`src/rtl/ram_tap_delay_pkg.sv`:
```
package ram_tap_delay_pkg;

  // Sum of two indices folded back into [0, depth); both inputs are below depth.
  function automatic int unsigned wrap_add(input int unsigned a, input int unsigned b,
                                           input int unsigned depth);
    int unsigned s;
    s = a + b;
    return (s >= depth) ? s - depth : s;
  endfunction

endpackage

```
`src/rtl/ram_tap_delay_ptr.sv`:
```
module ram_tap_delay_ptr
  import ram_tap_delay_pkg::*;
#(
  parameter int unsigned TAP_CNT = 4,
  parameter int unsigned TAP_GAP = 3,
  localparam int unsigned DEPTH  = TAP_CNT * TAP_GAP,
  localparam int unsigned AW     = (DEPTH > 1) ? $clog2(DEPTH) : 1
) (
  input  logic                  clk,
  input  logic                  clr,
  input  logic                  shift_en,
  output logic [AW-1:0]         wr_ptr,
  output logic [TAP_CNT*AW-1:0] rd_ptr
);

  always_ff @(posedge clk or posedge clr) begin
    if (clr) begin
      wr_ptr <= '0;
    end else if (shift_en) begin
      wr_ptr <= AW'(wrap_add(int'(wr_ptr), 1, DEPTH));
    end
  end

  // The read is synchronous, so each address points at the word that
  // the tap must show after the edge that samples it.
  for (genvar k = 0; k < TAP_CNT; k++) begin : g_rd
    localparam int unsigned OFFS = DEPTH - (k + 1) * TAP_GAP + 1;
    assign rd_ptr[k*AW +: AW] = AW'(wrap_add(int'(wr_ptr), OFFS, DEPTH));
  end

  AST_PTR_RANGE: assert property (@(posedge clk) disable iff (clr)
    int'(wr_ptr) < DEPTH);

  AST_PTR_WRAP: assert property (@(posedge clk) disable iff (clr)
    (shift_en && int'(wr_ptr) == DEPTH - 1) |=> wr_ptr == '0);

  AST_PTR_IDLE: assert property (@(posedge clk) disable iff (clr)
    !shift_en |=> $stable(wr_ptr));

endmodule

```
`src/rtl/ram_tap_delay_mem.sv`:
```
module ram_tap_delay_mem #(
  parameter int unsigned WORD_W  = 8,
  parameter int unsigned TAP_CNT = 4,
  parameter int unsigned TAP_GAP = 3,
  localparam int unsigned DEPTH  = TAP_CNT * TAP_GAP,
  localparam int unsigned AW     = (DEPTH > 1) ? $clog2(DEPTH) : 1
) (
  input  logic                      clk,
  input  logic                      clr,
  input  logic                      shift_en,
  input  logic [AW-1:0]             wr_ptr,
  input  logic [WORD_W-1:0]         wr_data,
  input  logic [TAP_CNT*AW-1:0]     rd_ptr,
  output logic [TAP_CNT*WORD_W-1:0] rd_data
);

  logic [WORD_W-1:0] store [DEPTH];

  always_ff @(posedge clk) begin
    if (shift_en) begin
      store[wr_ptr] <= wr_data;
    end
  end

  for (genvar k = 0; k < TAP_CNT; k++) begin : g_port
    always_ff @(posedge clk or posedge clr) begin
      if (clr) begin
        rd_data[k*WORD_W +: WORD_W] <= '0;
      end else if (shift_en) begin
        rd_data[k*WORD_W +: WORD_W] <= store[rd_ptr[k*AW +: AW]];
      end
    end

    AST_NO_RW_CLASH: assert property (@(posedge clk) disable iff (clr)
      shift_en |-> rd_ptr[k*AW +: AW] != wr_ptr);
  end

endmodule

```
`src/rtl/ram_tap_delay_fill.sv`:
```
module ram_tap_delay_fill #(
  parameter int unsigned DEPTH = 12,
  localparam int unsigned FW   = $clog2(DEPTH + 1)
) (
  input  logic          clk,
  input  logic          clr,
  input  logic          shift_en,
  output logic [FW-1:0] fill
);

  always_ff @(posedge clk or posedge clr) begin
    if (clr) begin
      fill <= '0;
    end else if (shift_en && int'(fill) < DEPTH) begin
      fill <= fill + 1'b1;
    end
  end

  AST_FILL_LIMIT: assert property (@(posedge clk) disable iff (clr)
    int'(fill) <= DEPTH);

  AST_FILL_STEP: assert property (@(posedge clk) disable iff (clr)
    (shift_en && int'(fill) < DEPTH) |=> fill == $past(fill) + 1'b1);

endmodule

```
`src/rtl/ram_tap_delay.sv`:
```
module ram_tap_delay #(
  parameter int unsigned WORD_W  = 8,
  parameter int unsigned TAP_CNT = 4,
  parameter int unsigned TAP_GAP = 3
) (
  input  logic                      clk,
  input  logic                      clr,
  input  logic                      shift_en,
  input  logic [WORD_W-1:0]         data_in,
  output logic [WORD_W-1:0]         data_out,
  output logic [WORD_W*TAP_CNT-1:0] taps
);

  localparam int unsigned DEPTH = TAP_CNT * TAP_GAP;
  localparam int unsigned AW    = (DEPTH > 1) ? $clog2(DEPTH) : 1;
  localparam int unsigned FW    = $clog2(DEPTH + 1);

  if (TAP_GAP < 3) begin : g_bad_gap
    $error("ram_tap_delay: TAP_GAP must be 3 or more");
  end

  logic [AW-1:0]             wr_ptr;
  logic [TAP_CNT*AW-1:0]     rd_ptr;
  logic [TAP_CNT*WORD_W-1:0] rd_data;
  logic [FW-1:0]             fill;

  ram_tap_delay_ptr #(.TAP_CNT(TAP_CNT), .TAP_GAP(TAP_GAP)) u_ptr (
    .clk(clk), .clr(clr), .shift_en(shift_en), .wr_ptr(wr_ptr), .rd_ptr(rd_ptr)
  );

  ram_tap_delay_mem #(.WORD_W(WORD_W), .TAP_CNT(TAP_CNT), .TAP_GAP(TAP_GAP)) u_mem (
    .clk(clk), .clr(clr), .shift_en(shift_en), .wr_ptr(wr_ptr), .wr_data(data_in),
    .rd_ptr(rd_ptr), .rd_data(rd_data)
  );

  ram_tap_delay_fill #(.DEPTH(DEPTH)) u_fill (
    .clk(clk), .clr(clr), .shift_en(shift_en), .fill(fill)
  );

  // A tap stays masked until the history behind it holds real words.
  for (genvar k = 0; k < TAP_CNT; k++) begin : g_mask
    localparam int unsigned NEED = (k + 1) * TAP_GAP;
    assign taps[k*WORD_W +: WORD_W] =
      (int'(fill) >= NEED) ? rd_data[k*WORD_W +: WORD_W] : '0;
  end

  assign data_out = taps[WORD_W*(TAP_CNT-1) +: WORD_W];

  AST_HOLD_IDLE: assert property (@(posedge clk) disable iff (clr)
    !shift_en |=> $stable(taps));

  AST_CLEAR_ZERO: assert property (@(posedge clk)
    clr |-> (taps == '0 && data_out == '0));

  AST_DEEP_MASKED: assert property (@(posedge clk) disable iff (clr)
    (int'(fill) < DEPTH) |-> data_out == '0);

endmodule

```
`config.mk`:
```
export PLATFORM = sky130hd
export DESIGN_NAME = ram_tap_delay
export DESIGN_NICKNAME = d
export VERILOG_FILES = /design/src/rtl/ram_tap_delay_pkg.sv /design/src/rtl/ram_tap_delay_ptr.sv /design/src/rtl/ram_tap_delay_mem.sv /design/src/rtl/ram_tap_delay_fill.sv /design/src/rtl/ram_tap_delay.sv
export SDC_FILE = /design/constraint.sdc
export NUM_CORES = 1
export LEC_CHECK = 0
export BUFFER_PORTS_ARGS = -buffer_cell sky130_fd_sc_hd__buf_2
export CAP_MARGIN = 20
export CORE_ASPECT_RATIO = 1.2
export CORE_MARGIN = 4
export CORE_UTILIZATION = 50
export DETAILED_ROUTE_END_ITERATION = 16
export HOLD_SLACK_MARGIN = 0.06
export PLACE_DENSITY = 0.69
export SLEW_MARGIN = 20
export SYNTH_ARGS = -nofsm -noshare
export SYNTH_HDL_FRONTEND = slang
export SYNTH_HIERARCHICAL = 1
export SYNTH_SLANG_ARGS = --single-unit
```
`constraint.sdc`:
```
create_clock -name clk -period 3.8 [get_ports clk]
set_input_delay 0.19 -clock clk [delete_from_list [all_inputs] [get_ports clk]]
set_output_delay 0.19 -clock clk [all_outputs]
set_load 0.02 [all_outputs]
```
-- Word-level counts from Yosys, hierarchy flattened
Memories as Yosys holds them, arrays and structs flattened. A register that Yosys moved wholly into a read port is not among the register bits.
Cells that the tools add are included.
- bits in registers: 8
- memory bits (writable): 96
- input port bits: 11
- logic and storage cells: 32
- memories kept: 1
- memory list (name ; depth ; width ; rd ports ; clocked after memory_dff ; write ports ; RTL line ; RTL):
    u_mem.store ; 12 ; 8 ; 4 ; 4 ; 1 ; ram_tap_delay_mem.sv:17 ; logic [WORD_W-1:0] store [DEPTH];
- add/sub/neg operators: 9
- $lt $le $gt $ge: 9
- multiplexer cells: 10
- reductions and logical operators: 1
- operator list (operator ; number):
    2-to-1 mux 8 bit ; 4
    greater-or-equal comparator 5 x 4 -> 1 bit, second input constant ; 4
    2-to-1 mux 4 bit ; 4
    subtractor 4 bit, second input constant ; 4
    adder 4 x 3 -> 5 bit, second input constant ; 2
    greater-or-equal comparator 4 bit, second input constant ; 2
    adder 4 x 1 -> 5 bit, second input constant ; 1
    adder 4 x 4 -> 5 bit, second input constant ; 1
    adder 4 x 1 -> 4 bit, second input constant ; 1
    greater-or-equal comparator 4 x 2 -> 1 bit, second input constant ; 1
    greater-or-equal comparator 4 x 3 -> 1 bit, second input constant ; 1
    < comparator 4 bit, second input constant ; 1
    2-to-1 mux 1 bit ; 2
    logical AND 1 bit ; 1

-- Depth between registers and ports, before layout
Gate-level depths: netlist of run 1.
- depth in word-level cells: 3
- gate-level depth with buffers: 15
- gate-level depth less buffers: 12

-- Cells and area by module
The synthesis of run 1 kept the hierarchy.
- modules (own cells, without submodules) (module ; instances ; cells each ; area each (um^2)):
    ram_tap_delay_mem ; 1 ; 420 ; 7313.3
    ram_tap_delay_ptr ; 1 ; 73 ; 644.4
    ram_tap_delay ; 1 ; 45 ; 310.3
    ram_tap_delay_fill ; 1 ; 13 ; 186.4

-- Least setup slack after synthesis of run 1
OpenSTA, ideal clock, no wires.
- kind: flip-flop to flip-flop
- start: register u_ptr.wr_ptr[2]
- end: register u_mem.rd_data[10] (read register of u_mem.store)
- library setup time: 0.131 ns
- arrival time: 2.920 ns
- data required time: 3.669 ns
- path slack: 0.749 ns
- cell stages (with the launch flop): 16
- period minus slack after synthesis: 3.051 ns
- cells stage by stage: dfrtp_1 buf_4 inv_1 ha_1 a21boi_0 xnor2_1 ha_1 a21oi_1 o21ai_0 nor2_1 mux2_2 clkbuf_1 buf_2 mux4_2 a22oi_1 nand3_1
- word-level cells in the longest chain between the ends: 3
- ends and longest elaborated chain (what ; RTL line ; RTL):
    from (decl) ; ram_tap_delay_ptr.sv:12 ; output logic [AW-1:0] wr_ptr,
    from (signal assigned) ; ram_tap_delay_ptr.sv:20 ; wr_ptr <= AW'(wrap_add(int'(wr_ptr), 1, DEPTH));
    adder 4 x 3 -> 5 bit * ; ram_tap_delay_pkg.sv:7 ; s = a + b;
    subtractor 4 bit / greater-or-equal comparator 5 x 4 -> 1 bit (equally long branches) ; ram_tap_delay_pkg.sv:8 ; return (s >= depth) ? s - depth : s;
    2-to-1 mux 4 bit * ; ram_tap_delay_pkg.sv:8 ;
    named net rd_ptr[6] ; ram_tap_delay.sv:23 ; logic [TAP_CNT*AW-1:0] rd_ptr;
    to (decl) ; ram_tap_delay_mem.sv:14 ; output logic [TAP_CNT*WORD_W-1:0] rd_data
Mark *: on every way through the listed nets, which the timed path passes. The rest lies on a longest branch.
A chain may end at the register's enable or synchronous reset.

-- Worst setup path after layout of run 1
- start: register u_ptr.wr_ptr[1]
- end: register u_mem.rd_data[25] (read register of u_mem.store)
- word-level cells in the longest chain between the ends: 3
- ends and longest elaborated chain (what ; RTL line):
    adder 4 x 1 -> 5 bit * ; ram_tap_delay_pkg.sv:7
    subtractor 4 bit / greater-or-equal comparator 5 x 4 -> 1 bit (equally long branches) ; ram_tap_delay_pkg.sv:8
    2-to-1 mux 4 bit * ; ram_tap_delay_pkg.sv:8
    named net rd_ptr[14] ; ram_tap_delay.sv:23
Marked as above.

==> out/metrics.cfg, run 1 <==
[power]
p_switching_mw=3.936
p_clk_share_pct=18.3
combinationalPowerShare_pct=57.9
p_seq_share_pct=23.9
internal_power_mw=5.319
peakVddDrop_v=0.0006692
p_leak_nw=3.557
switching_share_pct=42.52
p_per_area_nw_per_um2=986.9

[routing]
viasPerCell=6.817
drcViolationCount=0
drtIter0Drc=613
vias=5597
dr.pass1.iters=5
postRouteAntennaNets=0
wl_um=21940
wl_per_cell_um=26.72

[placed_design]
gp_congestion=0.8630
dp_hpwl_um=15390
post-place-ws_ps=483.5
placed_area_um2=8750
port_buffers=50

[grt]
grt_pass1_wl_um=33180
grt-busiest-layer=met2
grt-ovfl-total=0
grt_pass1_vias=5492
grt_max_degree=54
use_met3_pct=3.868
grt_antenna_before_repair=0
grt_usage_pct=23.64
grt_use_met1_pct=28.34
grtUsageMet2_pct=41.31

[synth]
synth_most_common_cell=edfxtp_1
synth-seq-cells=136
synthArstFlopShare_pct=29.41
synth_edf_count=96
synthCells=551
synth_ff_type=edfxtp_1
synth_cell_types=59
seq_area_frac_synth_pct=45.94
synth_area_leaders=edfxtp_1 34%, mux4_1 16%, mux4_2 12%
yosys.area.top_type_share_pct=34.10
syn_area_per_cell_um2=15.34
synth_common_cells=96 x edfxtp_1, 51 x mux4_1, 45 x mux4_2
synth_top_area_cell=edfxtp_1
yosysWarnings=6
netlist_area_um2=8454
synth_fp_nets=577

[critical_path]
startpoint_type=flop
cp.arrival_ps=3770
path_cells=ha_1 -> nand2_1 -> xnor2_2 -> inv_1 -> ha_1 -> a22oi_1 -> o21ai_0 -> nor3b_1 -> a22oi_1 -> nand3_1
cp_slowest_cell=nor3b_1
timing.rr.start=u_ptr/wr_ptr[1]
slowest_delay_ps=730
critical_path_peak_fanout=8
rr_worst_depth=10
crit_required_ps=4150
worstSetupEndpointType=flop
timing.rr.end=u_mem/rd_data[25]
r2r_setup_slack_ps=380
worstSetupPathType=flop to flop

[layout]
fill_cells=1238
seq_area_um2=3885
antenna_cells=0
drive_gt1_share_pct=28.08
nets=622
multi_input_area_um2=4090
stdcell_area_um2=9378
utilization_pct=57.18
area.growth.synth_to_final_pct=10.92

[clock_network]
cts_tree=built
numCtsBuffers=17
clock_latency_ps=420
hold_buffers=1
clockRootBuffer=clkbuf_16
cts_num_sinks=136
cts-resized-gates=0
cts_setup_buffers=0
clk_path_buf_depth=2
clk_pin_slew_ps=60
htree_levels=4

[sta]
hold_violations=0
setup_tns_ps=0
period_needed_ps=3418
maxSlewHeadroom_pct=29.66
setup_slack_ps=382.5
rsz0062_at_grt=false
fin_crit_sh_pct=89.94
worst_pin_slew_ps=1051
drv_slew=0
fin_skew_ps=8.592
fmax_mhz=292.6
setup_viol=0

[floorplan]
die_w_um=126.7
ios=51
initial_core_util_pct=51.55
die-area_um2=19060
die_y_um=150.4
floorplan.rows=51
core-area_um2=16400

[worst_hold_path]
hp-start=data_in[4]
hold_path_depth=1
min_to=u_mem/store[8][4]
hold_path.class=input port to flop

[run]
cap_violations=0

[status]
status=finished clean

## routing by layer
layer,vias to the layer above,routed length [um]
li1,2368,-
met1,2892,7973
met2,278,11510
met3,59,1421
met4,0,1032
met5,-,0
## flip-flops by register name, indices dropped and copies added, names as in the netlist
name	cells
u_ptr/wr_ptr	4
u_mem/rd_data	32
u_fill/fill	4
u_mem/store	96
## power by group through the flow
stage / Sequential [mW] / Combinational [mW] / Clock [mW]
6_report: 2.21 / 5.36 / 1.69
5_1_grt: 2.24 / 5.63 / 1.79
4_1_cts: 2.20 / 5.31 / 1.71
3_5_place_dp: 2.23 / 5.28 / 0
3_3_place_gp: 2.20 / 5.18 / 0
2_1_floorplan: 2.14 / 4.05 / 0
## metrics by stage
stage	power (mW)	cells	hold WS (ps)
after floorplan	6.187	551	-43.92
after global placement	7.385	788	106.0
after detailed placement	7.503	788	107.5
after CTS	9.221	821	86.20
after global routing	9.664	821	102.3
final	9.255	821	94.50
## how the worst max path moves through the flow
| stage | startpoint | endpoint | slack, ps |
|---|---|---|---|
| final | u_ptr/wr_ptr[1] | u_mem/rd_data[25] | 380 |
| after global routing | u_ptr/wr_ptr[1] | u_mem/rd_data[25] | 50 |
| after CTS | u_ptr/wr_ptr[1] | u_mem/rd_data[25] | 470 |
| after detailed placement | u_ptr/wr_ptr[1] | u_mem/rd_data[13] | 480 |
| after global placement | u_ptr/wr_ptr[1] | u_mem/rd_data[13] | 660 |
| after floorplan | u_ptr/wr_ptr[2] | u_mem/rd_data[10] | 750 |
## cell families (layout without fill, tap and decap cells)
group / after synthesis / in the layout / share of synthesized area (%)
adders and majority gates: 15 / 15 / 2.220
AOI/OAI and AO/OA: 70 / 70 / 6.246
xor gates and xnor gates: 8 / 8 / 1.007
buffers and inverters: 68 / 126 / 5.683
muxes: 102 / 102 / 28.68
DFF: 136 / 136 / 45.94
and+or+nand+nor: 152 / 152 / 10.23
## worst max-delay path, delay by kind of cell, from the launching register on
kind                     cells  cell delay [ps]
AO/OA/AOI/OAI                3             1040
AND/OR/NAND/NOR              3              950
adder cells (fa/ha/maj)      2              520
flip-flops                   1              490
XOR/XNOR                     1              270
buffers and inverters        1               90
## cell type report
class                           instances  area share, %
Clock inverter                          9          1.147
Sequential cell                       136          41.43
Clock buffer                           23          5.444
Inverter                               17         0.6805
Timing Repair Buffer                   77          4.857
Tap cell                              212          2.829
Multi-Input combinational cell        347          43.62
## layout by cell type (no fill, tap or decap), types with 4 or more instances in the layout
cell       count
a21oi_1        6
a22oi_1       18
and3_1        16
buf_2         50
buf_4         26
clkbuf_16     19
dfrtp_1       39
edfxtp_1      96
ha_1          15
inv_1         16
mux4_1        51
mux4_2        45
nand2_1        8
nand2b_1      23
nand3_1       43
nand3b_1       5
nor2_1        17
nor2b_1       16
nor3_1         7
nor3b_1        4
o21ai_0        5
o22ai_1       21
Note: power is estimated with default switching activity, not from simulation.
==> run 2, diff against run 1 <==
--- a/config.mk
+++ b/config.mk
@@ -10,6 +10,7 @@
 export CORE_ASPECT_RATIO = 1.2
 export CORE_MARGIN = 4
 export CORE_UTILIZATION = 50
+export CTS_BUF_LIST = sky130_fd_sc_hd__clkbuf_8
 export DETAILED_ROUTE_END_ITERATION = 16
 export HOLD_SLACK_MARGIN = 0.06
 export PLACE_DENSITY = 0.69
==> run 2 against run 1 <==
Via count fell by 0.68%; critical path depth did not move; sequential power barely moved; routed wire length fell by 1.3%; final cell count rose by 0.12%; worst setup slack got worse by 24 ps; clock skew rose by 4.8 ps; critical path type unchanged; largest cell class unchanged.
==> out/metrics.cfg, run 2 (synthesis gave the netlist of run 1 again) <==
[run]
cap_violations=0  ; unchanged

[layout]
area.growth.synth_to_final_pct=8.894
final_common_cell=edfxtp_1
top_regs=u_mem/store (96), u_mem/rd_data (32)
largest-register=u_mem/store
fill_cells=1257  ; +1.5%
largest_register_ffs=96  ; unchanged
stdcell_area_um2=9206  ; -1.8%
drive_gt1_share_pct=28.03  ; -0.046 points
nets=623  ; +0.16%
mostFrequentLayoutCells=96 x edfxtp_1, 51 x mux4_1, 50 x buf_2
antenna_cells=0  ; unchanged

[sta]
maxSlewHeadroom_pct=30.51  ; +0.85 points
period_needed_ps=3441  ; +23.58 ps
rsz0062_at_grt=false
drv_slew=0  ; unchanged
hold_violations=0  ; unchanged
setup_viol=0  ; unchanged
fmax_mhz=290.6  ; -0.69%
fin_crit_sh_pct=90.56  ; +0.62 points
holdWs_ps=90.82  ; -3.681 ps
worst_pin_slew_ps=1031  ; -19.76 ps
setup_tns_ps=0  ; unchanged
fin_skew_ps=13.37  ; +4.782 ps

[grt]
grt_pass1_vias=5470  ; -0.40%
grt_max_degree=54  ; unchanged
grt-ovfl-total=0  ; unchanged
grt_pass1_wl_um=32600  ; -1.7%
grt_usage_pct=23.19  ; -0.45 points
grt_antenna_before_repair=0  ; unchanged

[critical_path]
r2r_setup_slack_ps=360  ; -20 ps
cp.arrival_ps=3810  ; +40 ps
startpoint_type=flop
worstSetupEndpointType=flop
cp_slowest_cell=nor3b_1
slowest_delay_ps=740  ; about the same
critical_path_peak_fanout=8  ; unchanged
rr_worst_depth=10  ; unchanged
worstSetupPathType=flop to flop
timing.rr.end=u_mem/rd_data[25]
crit_required_ps=4170  ; +20 ps
path_cells=ha_1 -> nand2_1 -> xnor2_2 -> inv_1 -> ha_1 -> a22oi_1 -> o21ai_0 -> nor3b_1 -> a22oi_1 -> nand3_1
timing.rr.start=u_ptr/wr_ptr[1]

[floorplan]
die_y_um=150.4  ; unchanged
core-area_um2=16400  ; unchanged
die_w_um=126.7  ; unchanged
die-area_um2=19060  ; unchanged
floorplan.rows=51  ; unchanged
ios=51  ; unchanged
initial_core_util_pct=51.55  ; unchanged

[routing]
postRouteAntennaNets=0  ; unchanged
wl_per_cell_um=26.33  ; -1.5%
drcViolationCount=0  ; unchanged
drtIter0Drc=539  ; -12%
viasPerCell=6.763  ; -0.80%
dr.pass1.iters=5  ; unchanged
vias=5559  ; -0.68%
wl_um=21640  ; -1.3%

[worst_hold_path]
min_to=u_mem/store[10][1]
hp-start=data_in[1]
hold_path.class=input port to flop
hold_path_depth=1  ; unchanged

[power]
p_leak_nw=3.486  ; -2.0%
finalPower_mw=8.832  ; -4.6%
peakVddDrop_v=0.0006438  ; -3.8%
p_per_area_nw_per_um2=959.3  ; -2.8%

[clock_network]
htree_levels=4  ; unchanged
numCtsBuffers=17  ; unchanged
clk_pin_slew_ps=70  ; about the same
clockRootBuffer=clkbuf_8
clock_latency_ps=440  ; +20 ps
clk_path_buf_depth=2  ; unchanged
cts_num_sinks=136  ; unchanged
cts-resized-gates=0  ; unchanged
cts_tree=built

[placed_design]
gp_congestion=0.8630  ; unchanged
placed_area_um2=8750  ; unchanged
port_buffers=50  ; unchanged
dp_hpwl_um=15390  ; unchanged

[status]
status=finished clean

run 2: worst max-delay path by stage:
stage,startpoint,cells past startpoint,to
detailed placement,u_ptr/wr_ptr[1],12,u_mem/rd_data[13]
CTS,u_ptr/wr_ptr[1],10,u_mem/rd_data[25]
global route,u_ptr/wr_ptr[1],10,u_mem/rd_data[25]
floorplan,u_ptr/wr_ptr[2],15,u_mem/rd_data[10]
global placement,u_ptr/wr_ptr[1],12,u_mem/rd_data[13]
finish,u_ptr/wr_ptr[1],10,u_mem/rd_data[25]
run 2: report_power, final:
group / leakage, nW / total [mW] / switching [mW] / internal [mW]
clock: 0.229 / 1.30 / 0.550 / 0.746
sequential: 1.34 / 2.20 / 0.261 / 1.94
combinational: 1.92 / 5.34 / 3.04 / 2.30
run 2: repair_timing:
| action | in CTS | in global routing |
|---|---|---|
| hold endpoints to repair | 52 | 0 |
| hold buffers | 2 | 0 |
| setup buffers | 0 | 0 |
run 2: metrics by stage:
step	utilization [%]	setup WS, ps	cells
3_3_place_gp	53.35	661.9	788
5_1_grt	56.14	41.33	822
6_report	56.14	358.9	822
3_5_place_dp	53.35	483.5	788
4_1_cts	56.14	466.2	822
2_1_floorplan	-	749.4	551
run 2: routing by layer:
layer / vias up / routed length [um] / track usage, %
met1: 2825 / 7713 / 27.85
met4: 0 / 1085 / 12.77
met5: - / 0 / 0
li1: 2376 / - / -
met2: 306 / 11280 / 39.83
met3: 52 / 1564 / 4.010
run 2: critical path, delay by kind of cell (launching register included):
family / cells / cell delay [ps]
AO/OA/AOI/OAI: 3 / 1040
adder cells (fa/ha/maj): 2 / 510
AND/OR/NAND/NOR: 3 / 960
XOR/XNOR: 1 / 270
flip-flops: 1 / 500
buffers and inverters: 1 / 90
run 2: cell type report:
cell class	count	area (um2)	area share (%)
Clock inverter	13	175.2	1.903
Tap cell	212	265.3	2.881
Inverter	17	63.81	0.6931
Clock buffer	19	261.5	2.840
Multi-Input combinational cell	347	4090	44.43
Sequential cell	136	3885	42.20
Timing Repair Buffer	78	465.4	5.056
==> run 3, diff against run 2 <==
--- a/config.mk
+++ b/config.mk
@@ -9,11 +9,11 @@
 export CAP_MARGIN = 20
 export CORE_ASPECT_RATIO = 1.2
 export CORE_MARGIN = 4
-export CORE_UTILIZATION = 50
+export CORE_UTILIZATION = 29
 export CTS_BUF_LIST = sky130_fd_sc_hd__clkbuf_8
 export DETAILED_ROUTE_END_ITERATION = 16
 export HOLD_SLACK_MARGIN = 0.06
-export PLACE_DENSITY = 0.69
+export PLACE_DENSITY = 0.45
 export SLEW_MARGIN = 20
 export SYNTH_ARGS = -nofsm -noshare
 export SYNTH_HDL_FRONTEND = slang
==> run 3 against run 2 <==
Sequential share of layout area down 1.2 points; critical endpoint is now u_mem/rd_data[8]; largest power group unchanged; largest cell class unchanged; non-clock buffer count up 5; final cell count up 22%.
==> out/metrics.cfg, run 3 (synthesis gave the netlist of run 1 again) <==
[run]
cap_violations=0  ; unchanged

[layout]
fill_cells=2839  ; +130%
final_cells=1000  ; +22%
drive_gt1_share_pct=29.27  ; +1.2 points
nets=628  ; +0.80%
final_common_cell=edfxtp_1
stdcell_area_um2=9478  ; +2.9%
top_regs=u_mem/store (96), u_mem/rd_data (32)
antenna_cells=0  ; unchanged
largest-register=u_mem/store
largest_register_ffs=96  ; unchanged
mostFrequentLayoutCells=96 x edfxtp_1, 51 x mux4_1, 50 x buf_2
area.growth.synth_to_final_pct=12.11

[clock_network]
htree_levels=4  ; unchanged
numCtsBuffers=17  ; unchanged
clock_latency_ps=460  ; +20 ps
cts-resized-gates=0  ; unchanged
clockRootBuffer=clkbuf_8
cts_tree=built
clk_path_buf_depth=2  ; unchanged
clk_pin_slew_ps=90  ; +20 ps
cts_num_sinks=136  ; unchanged

[placed_design]
gp_congestion=0.8295  ; -3.9%
dp.cells=966  ; +23%
post-place-ws_ps=441.1  ; -42.46 ps
port_buffers=50  ; unchanged
placed_area_um2=9034  ; +3.2%
dp_hpwl_um=17980  ; +17%

[worst_hold_path]
hold_path_depth=1  ; unchanged
hold_path.class=input port to flop

[sta]
period_needed_ps=3359  ; -81.87 ps
hold_violations=0  ; unchanged
setup_viol=0  ; unchanged
setup_tns_ps=0  ; unchanged
fin_skew_ps=14.36  ; +0.9831 ps
holdWs_ps=90.92  ; +0.09700 ps
fin_crit_sh_pct=88.40  ; -2.2 points
rsz0062_at_grt=false
setup_slack_ps=440.7  ; +81.87 ps
drv_slew=0  ; unchanged
maxSlewHeadroom_pct=35.18  ; +4.7 points
worst_pin_slew_ps=965.0  ; -66.36 ps
fmax_mhz=297.7  ; +2.4%

[routing]
wl_um=25180  ; +16%
dr.pass1.iters=5  ; unchanged
vias=5539  ; -0.36%
drcViolationCount=0  ; unchanged
wl_per_cell_um=25.18  ; -4.4%
viasPerCell=5.539  ; -18%
postRouteAntennaNets=0  ; unchanged
drtIter0Drc=355  ; -34%

[floorplan]
die-area_um2=31960  ; +68%
die_y_um=195.0  ; +30%
ios=51  ; unchanged
floorplan.rows=68  ; +33%
core-area_um2=28760  ; +75%
initial_core_util_pct=29.40  ; -22 points
die_w_um=163.9  ; +29%

[power]
p_per_area_nw_per_um2=958.3  ; -0.10%
p_leak_nw=3.491  ; +0.14%
peakVddDrop_v=0.0004966  ; -23%

[critical_path]
rr_worst_depth=12  ; +2
cp.arrival_ps=3680  ; -130 ps
worstSetupPathType=flop to flop
critical_path_peak_fanout=16  ; +8
crit_required_ps=4120  ; -50 ps
startpoint_type=flop
worstSetupEndpointType=flop

[grt]
grt_antenna_before_repair=0  ; unchanged
grt_usage_pct=15.95  ; -7.2 points
grt-ovfl-total=0  ; unchanged
grt_max_degree=71  ; +31%
grt_pass1_vias=5653  ; +3.3%
grt_pass1_wl_um=37400  ; +15%

[status]
status=finished clean

## run 3: cell count changes in the layout (fill, tap and decap cells not counted), moves of 2 or more
cell | before | now
buf_4 | 26 | 31
clkinv_4 | 1 | 4
inv_1 | 18 | 15
inv_6 | 1 | 4
clkbuf_8 | 19 | 17
clkinv_2 | 2 | 0
inv_4 | 2 | 0
nor4_1 | 2 | 0
nor4_4 | 0 | 2
## run 3: path summary, 6_finish.rpt
check / from / endpoint / slack, ps
max: u_ptr/wr_ptr[2] / u_mem/rd_data[8] / 440
min in group asynchronous: clr / u_fill/fill[2] / 190
max reg2reg: u_ptr/wr_ptr[2] / u_mem/rd_data[8] / 440
min: data_in[6] / u_mem/store[8][6] / 90
max in group asynchronous: clr / u_mem/rd_data[12] / 2820
min reg2reg: u_mem/rd_data[6] / u_mem/rd_data[6] / 510
## run 3: final cells by class
| class | count | area, um2 | share of cell area, % |
|---|---|---|---|
| Clock buffer | 17 | 234.0 | 2.469 |
| Clock inverter | 15 | 190.2 | 2.007 |
| Multi-Input combinational cell | 347 | 4120 | 43.47 |
| Tap cell | 385 | 481.7 | 5.083 |
| Timing Repair Buffer | 83 | 503.0 | 5.307 |
| Sequential cell | 136 | 3885 | 40.99 |
| Inverter | 17 | 63.81 | 0.6733 |
## run 3: metal layers
metal	vias to the layer above	track usage, %	routed length (um)
li1	2382	-	-
met5	-	0	0
met2	181	27.88	13190
met4	0	5.749	907
met1	2941	20.08	10170
met3	35	2.238	913
## run 3: critical path, stage by stage (launching register included)
cell      delay, ps
dfrtp_1         510
inv_1           160
ha_1            240
a21boi_0        220
xnor2_1         140
ha_1            200
a21oi_1         120
o21ai_0         170
nor2_1          120
mux2_2          480
mux4_2          380
a22oi_1         380
nand3_1         120
## run 3: per-stage QoR
stage,utilization [%],total power [mW]
after CTS,32.92,9.157
after floorplan,-,6.187
after global placement,31.41,7.816
final,32.96,9.083
after detailed placement,31.41,7.857
after global routing,32.96,9.594
## run 3: power by group
part / total [mW] / internal [mW] / switching (mW) / leakage, nW
sequential: 2.23 / 1.94 / 0.291 / 1.34
clock: 1.29 / 0.663 / 0.631 / 0.207
combinational: 5.56 / 2.36 / 3.20 / 1.95
## run 3: timing repair
item,CTS,global route
endpoints found under the hold margin,40,3
setup buffers,0,0
hold buffers,1,1
